$ cat src/rtl/mbx_doorbell.sv
module mbx_doorbell #(
  parameter int ADDR_W   = 12,
  parameter int DATA_W   = 32,
  parameter logic [ADDR_W-1:0] P2C_BASE = 12'h300,
  parameter logic [ADDR_W-1:0] C2P_BASE = 12'h200,
  parameter logic [ADDR_W-1:0] SET_OFS  = 12'h008,
  parameter logic [ADDR_W-1:0] CLR_OFS  = 12'h010
) (
  input  logic              clk,
  input  logic              rst_n,
  input  logic [ADDR_W-1:0] reg_addr,
  input  logic              reg_we,
  input  logic [DATA_W-1:0] reg_wdata,
  input  logic              reg_secure,
  output logic [DATA_W-1:0] reg_rdata,
  output logic              irq_to_ctrl,
  output logic              irq_to_app
);
  localparam int FLAG = DATA_W - 1;
  localparam logic [DATA_W-1:0] FLAG_MASK = {1'b1, {(DATA_W-1){1'b0}}};

  logic [DATA_W-1:0] stat_p2c, stat_c2p;

  function automatic logic [DATA_W-1:0] next_stat(
    input logic [DATA_W-1:0] cur,
    input logic [ADDR_W-1:0] base,
    input logic [ADDR_W-1:0] addr,
    input logic              we,
    input logic              sec,
    input logic [DATA_W-1:0] wd
  );
    logic hit_set, hit_clr, hit_any;
    logic [DATA_W-1:0] set_m, clr_m;
    hit_set = we && (addr == base + SET_OFS);
    hit_clr = we && (addr == base + CLR_OFS);
    hit_any = hit_set || hit_clr || (we && (addr == base));
    set_m   = hit_set ? (wd & ~FLAG_MASK) : '0;
    clr_m   = hit_clr ? wd : '0;
    if (!hit_any)  return cur;
    if (!sec)      return cur | FLAG_MASK;
    return (cur & ~clr_m) | set_m;
  endfunction

  always_ff @(posedge clk or negedge rst_n) begin
    if (!rst_n) begin
      stat_p2c    <= '0;
      stat_c2p    <= '0;
      irq_to_ctrl <= 1'b0;
      irq_to_app  <= 1'b0;
      reg_rdata   <= '0;
    end else begin
      stat_p2c    <= next_stat(stat_p2c, P2C_BASE, reg_addr, reg_we, reg_secure, reg_wdata);
      stat_c2p    <= next_stat(stat_c2p, C2P_BASE, reg_addr, reg_we, reg_secure, reg_wdata);
      irq_to_ctrl <= |stat_p2c[FLAG-1:0];
      irq_to_app  <= |stat_c2p[FLAG-1:0];
      if (reg_secure && reg_addr == P2C_BASE)      reg_rdata <= stat_p2c;
      else if (reg_secure && reg_addr == C2P_BASE) reg_rdata <= stat_c2p;
      else                                         reg_rdata <= '0;
    end
  end
endmodule


$ cat config.mk
export PLATFORM = sky130hd
export DESIGN_NAME = mbx_doorbell
export DESIGN_NICKNAME = d
export VERILOG_FILES = /design/src/rtl/mbx_doorbell.sv
export SDC_FILE = /design/constraint.sdc
export NUM_CORES = 1
export LEC_CHECK = 0
export BUFFER_PORTS_ARGS = -buffer_cell sky130_fd_sc_hd__buf_2
export CAP_MARGIN = 20
export CORE_AREA = 2 2 117 119
export CTS_CLUSTER_SIZE = 30
export DETAILED_ROUTE_END_ITERATION = 12
export DIE_AREA = 0 0 119 121
export SLEW_MARGIN = 0
export SYNTH_ARGS = -nofsm -noshare
export SYNTH_HDL_FRONTEND = slang
export SYNTH_SLANG_ARGS = --single-unit
$ cat constraint.sdc
create_clock -name clk -period 1.4 [get_ports clk]
set_input_delay 0.14 -clock clk [delete_from_list [all_inputs] [get_ports clk]]
set_output_delay 0.14 -clock clk [all_outputs]
set_load 0.02 [all_outputs]
* Word-level counts from Yosys, hierarchy flattened *
Index checks and enable logic that the tools add are counted.

word-level totals
  bits in registers = 98

cells by class
  equality and inequality tests = 8
  multiplexer cells = 17
  bitwise gates (word level) = 6
  reductions and logical operators = 14

operators by type and width
  cell                    count
  $mux W32                12
  $eq A12 B10 Y1 const B  6
  $and A32 B32 Y32        2
  $not A32 Y32            2
  $or A32 B31 Y32         2
  $mux W31                2
  $reduce_or A31 Y1       2
  $logic_and A1 B1 Y1     8
  $ne A3 B3 Y1 const B    2
  $logic_or A1 B1 Y1      4
  $mux W1                 3

* Logic depth before layout (Yosys ltp) *
  depth in word-level cells = 8
  gate-level depth with buffers = 5

* Least setup slack after synthesis *
Ideal clock, no wire load.

  path kind = input to register
  start = in reg_addr[5]
  end = reg stat_c2p[0]
  required time = 1.268 ns
  arrival time = 1.344 ns
  library setup time = 0.132 ns
  setup slack = -0.076 ns
  buffers on the path = 2
  cell stages on the path = 5
  path through = or4b_1 buf_2 buf_2 o41ai_2 o21ai_1

between the ends
  word-level cells in the longest chain between the ends = 8
  elaborated cells between the ends (all ways) = 16

RTL lines
  element               line  RTL
  start, declared       11    input logic [ADDR_W-1:0] reg_addr,
  $eq A12 B10 Y1        35    hit_clr = we && (addr == base + CLR_OFS);
  $logic_and A1 B1 Y1   35
  $mux W32              38    clr_m = hit_clr ? wd : '0;
  $not A32 Y32          41    return (cur & ~clr_m) | set_m;
  $and A32 B32 Y32      41
  $or A32 B31 Y32       41
  $mux W32              41
  $mux W32              40    if (!sec) return cur | FLAG_MASK;
  end signal, assigned  53    stat_c2p <= next_stat(stat_c2p, C2P_BASE, reg_addr, reg_we, reg_secure, reg_wdata);
  end, declared         22    logic [DATA_W-1:0] stat_p2c, stat_c2p;

Several ways; a longest one is shown, not always the timed one.
A chain may end at the register's enable or synchronous reset.

* Worst setup path in the final report *
  start = reg stat_c2p[23]
  end = reg irq_to_app

between the ends
  word-level cells in the longest chain between the ends = 1

RTL lines
  element               line  RTL
  $reduce_or A31 Y1     55    irq_to_app <= |stat_c2p[FLAG-1:0];
  end signal, assigned  55
  end, declared         17    output logic irq_to_app

Every way passes these cells.

==> impl_metrics.toml <==
[timing]
hold_viol = 0
slew_violations = 0
fin_crit_sh_pct = 99.8
layout_min_cycle_time_ps = 1400
fin_ws_ps = 2.84
relSlewSlack_pct = 73.1
fmax_mhz = 716
setup_viol = 0
rsz0062_at_grt = "yes"
tightest_slew_ps = 400
fin_worst_skew_ps = 5.50
fin_tns_setup_ps = 0

[yosys]
synth.net_count = 518
yosysTopAreaCell = "dfrtp_1"
synth_area_leaders = "dfrtp_1 50%, o41ai_1 9.5%, mux2i_1 6.6%"
ys.flop_type = "dfrtp_1"
ys_types = 28
synth_seq_cells = 98
yosysMostFrequentCell = "dfrtp_1"
synth.top_cell.area_share_pct = 50.3
synthCells = 470
synthTopCellsByCount = "98 x dfrtp_1, 60 x o21ai_1, 53 x o41ai_1"
async_flop_share_pct = 100
syn_area_per_cell_um2 = 10.4
synth-edff-count = 0
ys_seq_area_share_pct = 50.3
ys_warn_count = 0
synth_area_um2 = 4880

[grt]
grt_max_degree = 63
grt_overflow = 0
grt_pass1_vias = 4293
globalRouteTotalUtil_pct = 19.7
antenna_found_initial = 0
grt_pass1_wl_um = 22200

[setup_path]
required_ps = 1610
critPathCaptureType = "flop"
crit_type = "flop to flop"
critical_path.max_fanout = 2
startpoint_type = "flop"
cp.arrival_ps = 1600

[drt]
wl_per_cell_um = 18.4
avgViaCountPerCell = 5.64
wirelength_um = 13600
num_vias = 4170
drt-initial-drc-count = 223
drt.antenna.violating_nets = 0
drtPass1Iterations = 5
drc = 0

[run_status]
outcome = "completed"

[clock_tree]
cts_buffer_depth = 2
cts_tree = "yes"
clk_latency_ps = 350
clockRootBuffer = "clkbuf_16"
clkTransAtPathRegs_ps = 70
cts_sinks = 98
cts_inserted_buffers = 9
cts_htree_levels = 3

[floorplan]
die-area_um2 = 14400
fp.dieH_um = 121
rows = 42
core-area_um2 = 13100
start_util_pct = 37.3
io-pin-count = 82
die_x_um = 119

[cells_and_area]
antennaDiodeCount = 0
fillCellCount = 1196
nNetsFinal = 607
drive_gt1_share_pct = 37.8
syn_to_final_growth_pct = 32.4

[place]
dp_hpwl_um = 8980
io_buffers = 81
pre_cts_ws_ps = -337
gp_congestion = 0.795

[flow_run]
maxCapViolations = 0

[power]
leakage_nw = 2.82
p_per_area_nw_per_um2 = 885
peakVddDrop_uv = 666

[hold_path]
min_path_type = "input pin to flop"
==> state kept, by name, summed over array words and instances (netlist names) <==
signal / count
reg_rdata: 32
stat_p2c: 32
irq_to_ctrl: 1
irq_to_app: 1
stat_c2p: 32
==> where the power goes <==
group | total (W) | switching, W | internal (W)
Combinational | 0.000544 | 0.000351 | 0.000193
Clock | 0.00233 | 0.00107 | 0.00125
Sequential | 0.00284 | 0.00000583 | 0.00284
Total | 0.00571 | 0.00143 | 0.00428
==> repair_timing <==
item | in CTS | in global routing
pin swaps | 1 | 1
endpoints found under the setup margin | 2 | 4
buffers inserted | 0 | 2
hold buffers | 1 | 0
gates resized for setup | 6 | 6
endpoints found under the hold margin | 24 | 0
==> worst max-delay path, cell delays in order, from the launching register on <==
cell	delay, ps
dfrtp_1	390
or4_4	550
nor4_4	170
nand4_1	140
==> path summary, 6_finish.rpt <==
path | start | slack, ps | end | depth (start not counted)
hold / removal | reg_wdata[8] | 70 | stat_p2c[8]$_DFFE_PN0P_ | 3
max in group asynchronous | rst_n | 640 | stat_c2p[6]$_DFFE_PN0P_ | 3
hold reg to reg | stat_p2c[31]$_DFFE_PN0P_ | 520 | stat_p2c[31]$_DFFE_PN0P_ | 2
min in group asynchronous | rst_n | 240 | reg_rdata[24]$_DFF_PN0_ | 2
setup reg to reg | stat_c2p[23]$_DFFE_PN0P_ | 3 | irq_to_app$_DFF_PN0_ | 3
setup / recovery | stat_c2p[23]$_DFFE_PN0P_ | 3 | irq_to_app$_DFF_PN0_ | 3
==> metrics by stage <==
stage	hold slack (ps)	total power (W)	util, %	area (um^2)	cells
after CTS	53.2	0.00576	48.9	6400	738
final	66.9	0.00571	49.3	6460	740
after global routing	70.0	0.00593	49.3	6460	740
after floorplan	-156	0.00317	-	5260	470
after global placement	77.5	0.00343	46.5	6090	721
after detailed placement	81.0	0.00344	46.5	6090	721
==> layout make-up <==
| cell class | count | area [um^2] | share of cell area [%] |
|---|---|---|---|
| Clock inverter | 4 | 27.5 | 0.426 |
| Sequential cell | 98 | 2450 | 38.0 |
| Inverter | 32 | 120 | 1.86 |
| Timing Repair Buffer | 126 | 876 | 13.6 |
| Tap cell | 176 | 220 | 3.41 |
| Clock buffer | 12 | 246 | 3.82 |
| Multi-Input combinational cell | 292 | 2510 | 38.9 |
==> logic make-up (layout without fill, tap and decap cells) <==
logic type	Yosys count	in the layout	share of synthesized area [%]
flip-flops	98	98	50.3
buffers and inverters	80	174	7.52
multiplexers	32	32	6.57
AO/OA/AOI/OAI	129	129	19.9
AND/OR/NAND/NOR	131	131	15.8
==> metal layers <==
layer | wire length, um | global-route usage, % | part of all wire, %
met3 | 490 | 2.96 | 3.6
met5 | 0 | 0 | 0
met1 | 6280 | 26.4 | 46
met4 | 212 | 7.59 | 1.6
met2 | 6640 | 32.1 | 49
==> layout by cell type, fill, tap and decap left out, types with 3 or more instances in the layout <==
cell        count
clkinvlp_4      3
clkbuf_16       9
dfrtp_1        97
inv_1          32
nor2_1         32
or4_4           3
nand3b_1       31
buf_4          36
o41ai_2        62
buf_12         10
nor4_1         12
nand3_1        31
mux2i_1        32
nand4_1         6
o21ai_0         4
o21ai_1        60
buf_2          79
Power figures use the tool's default switching activity.
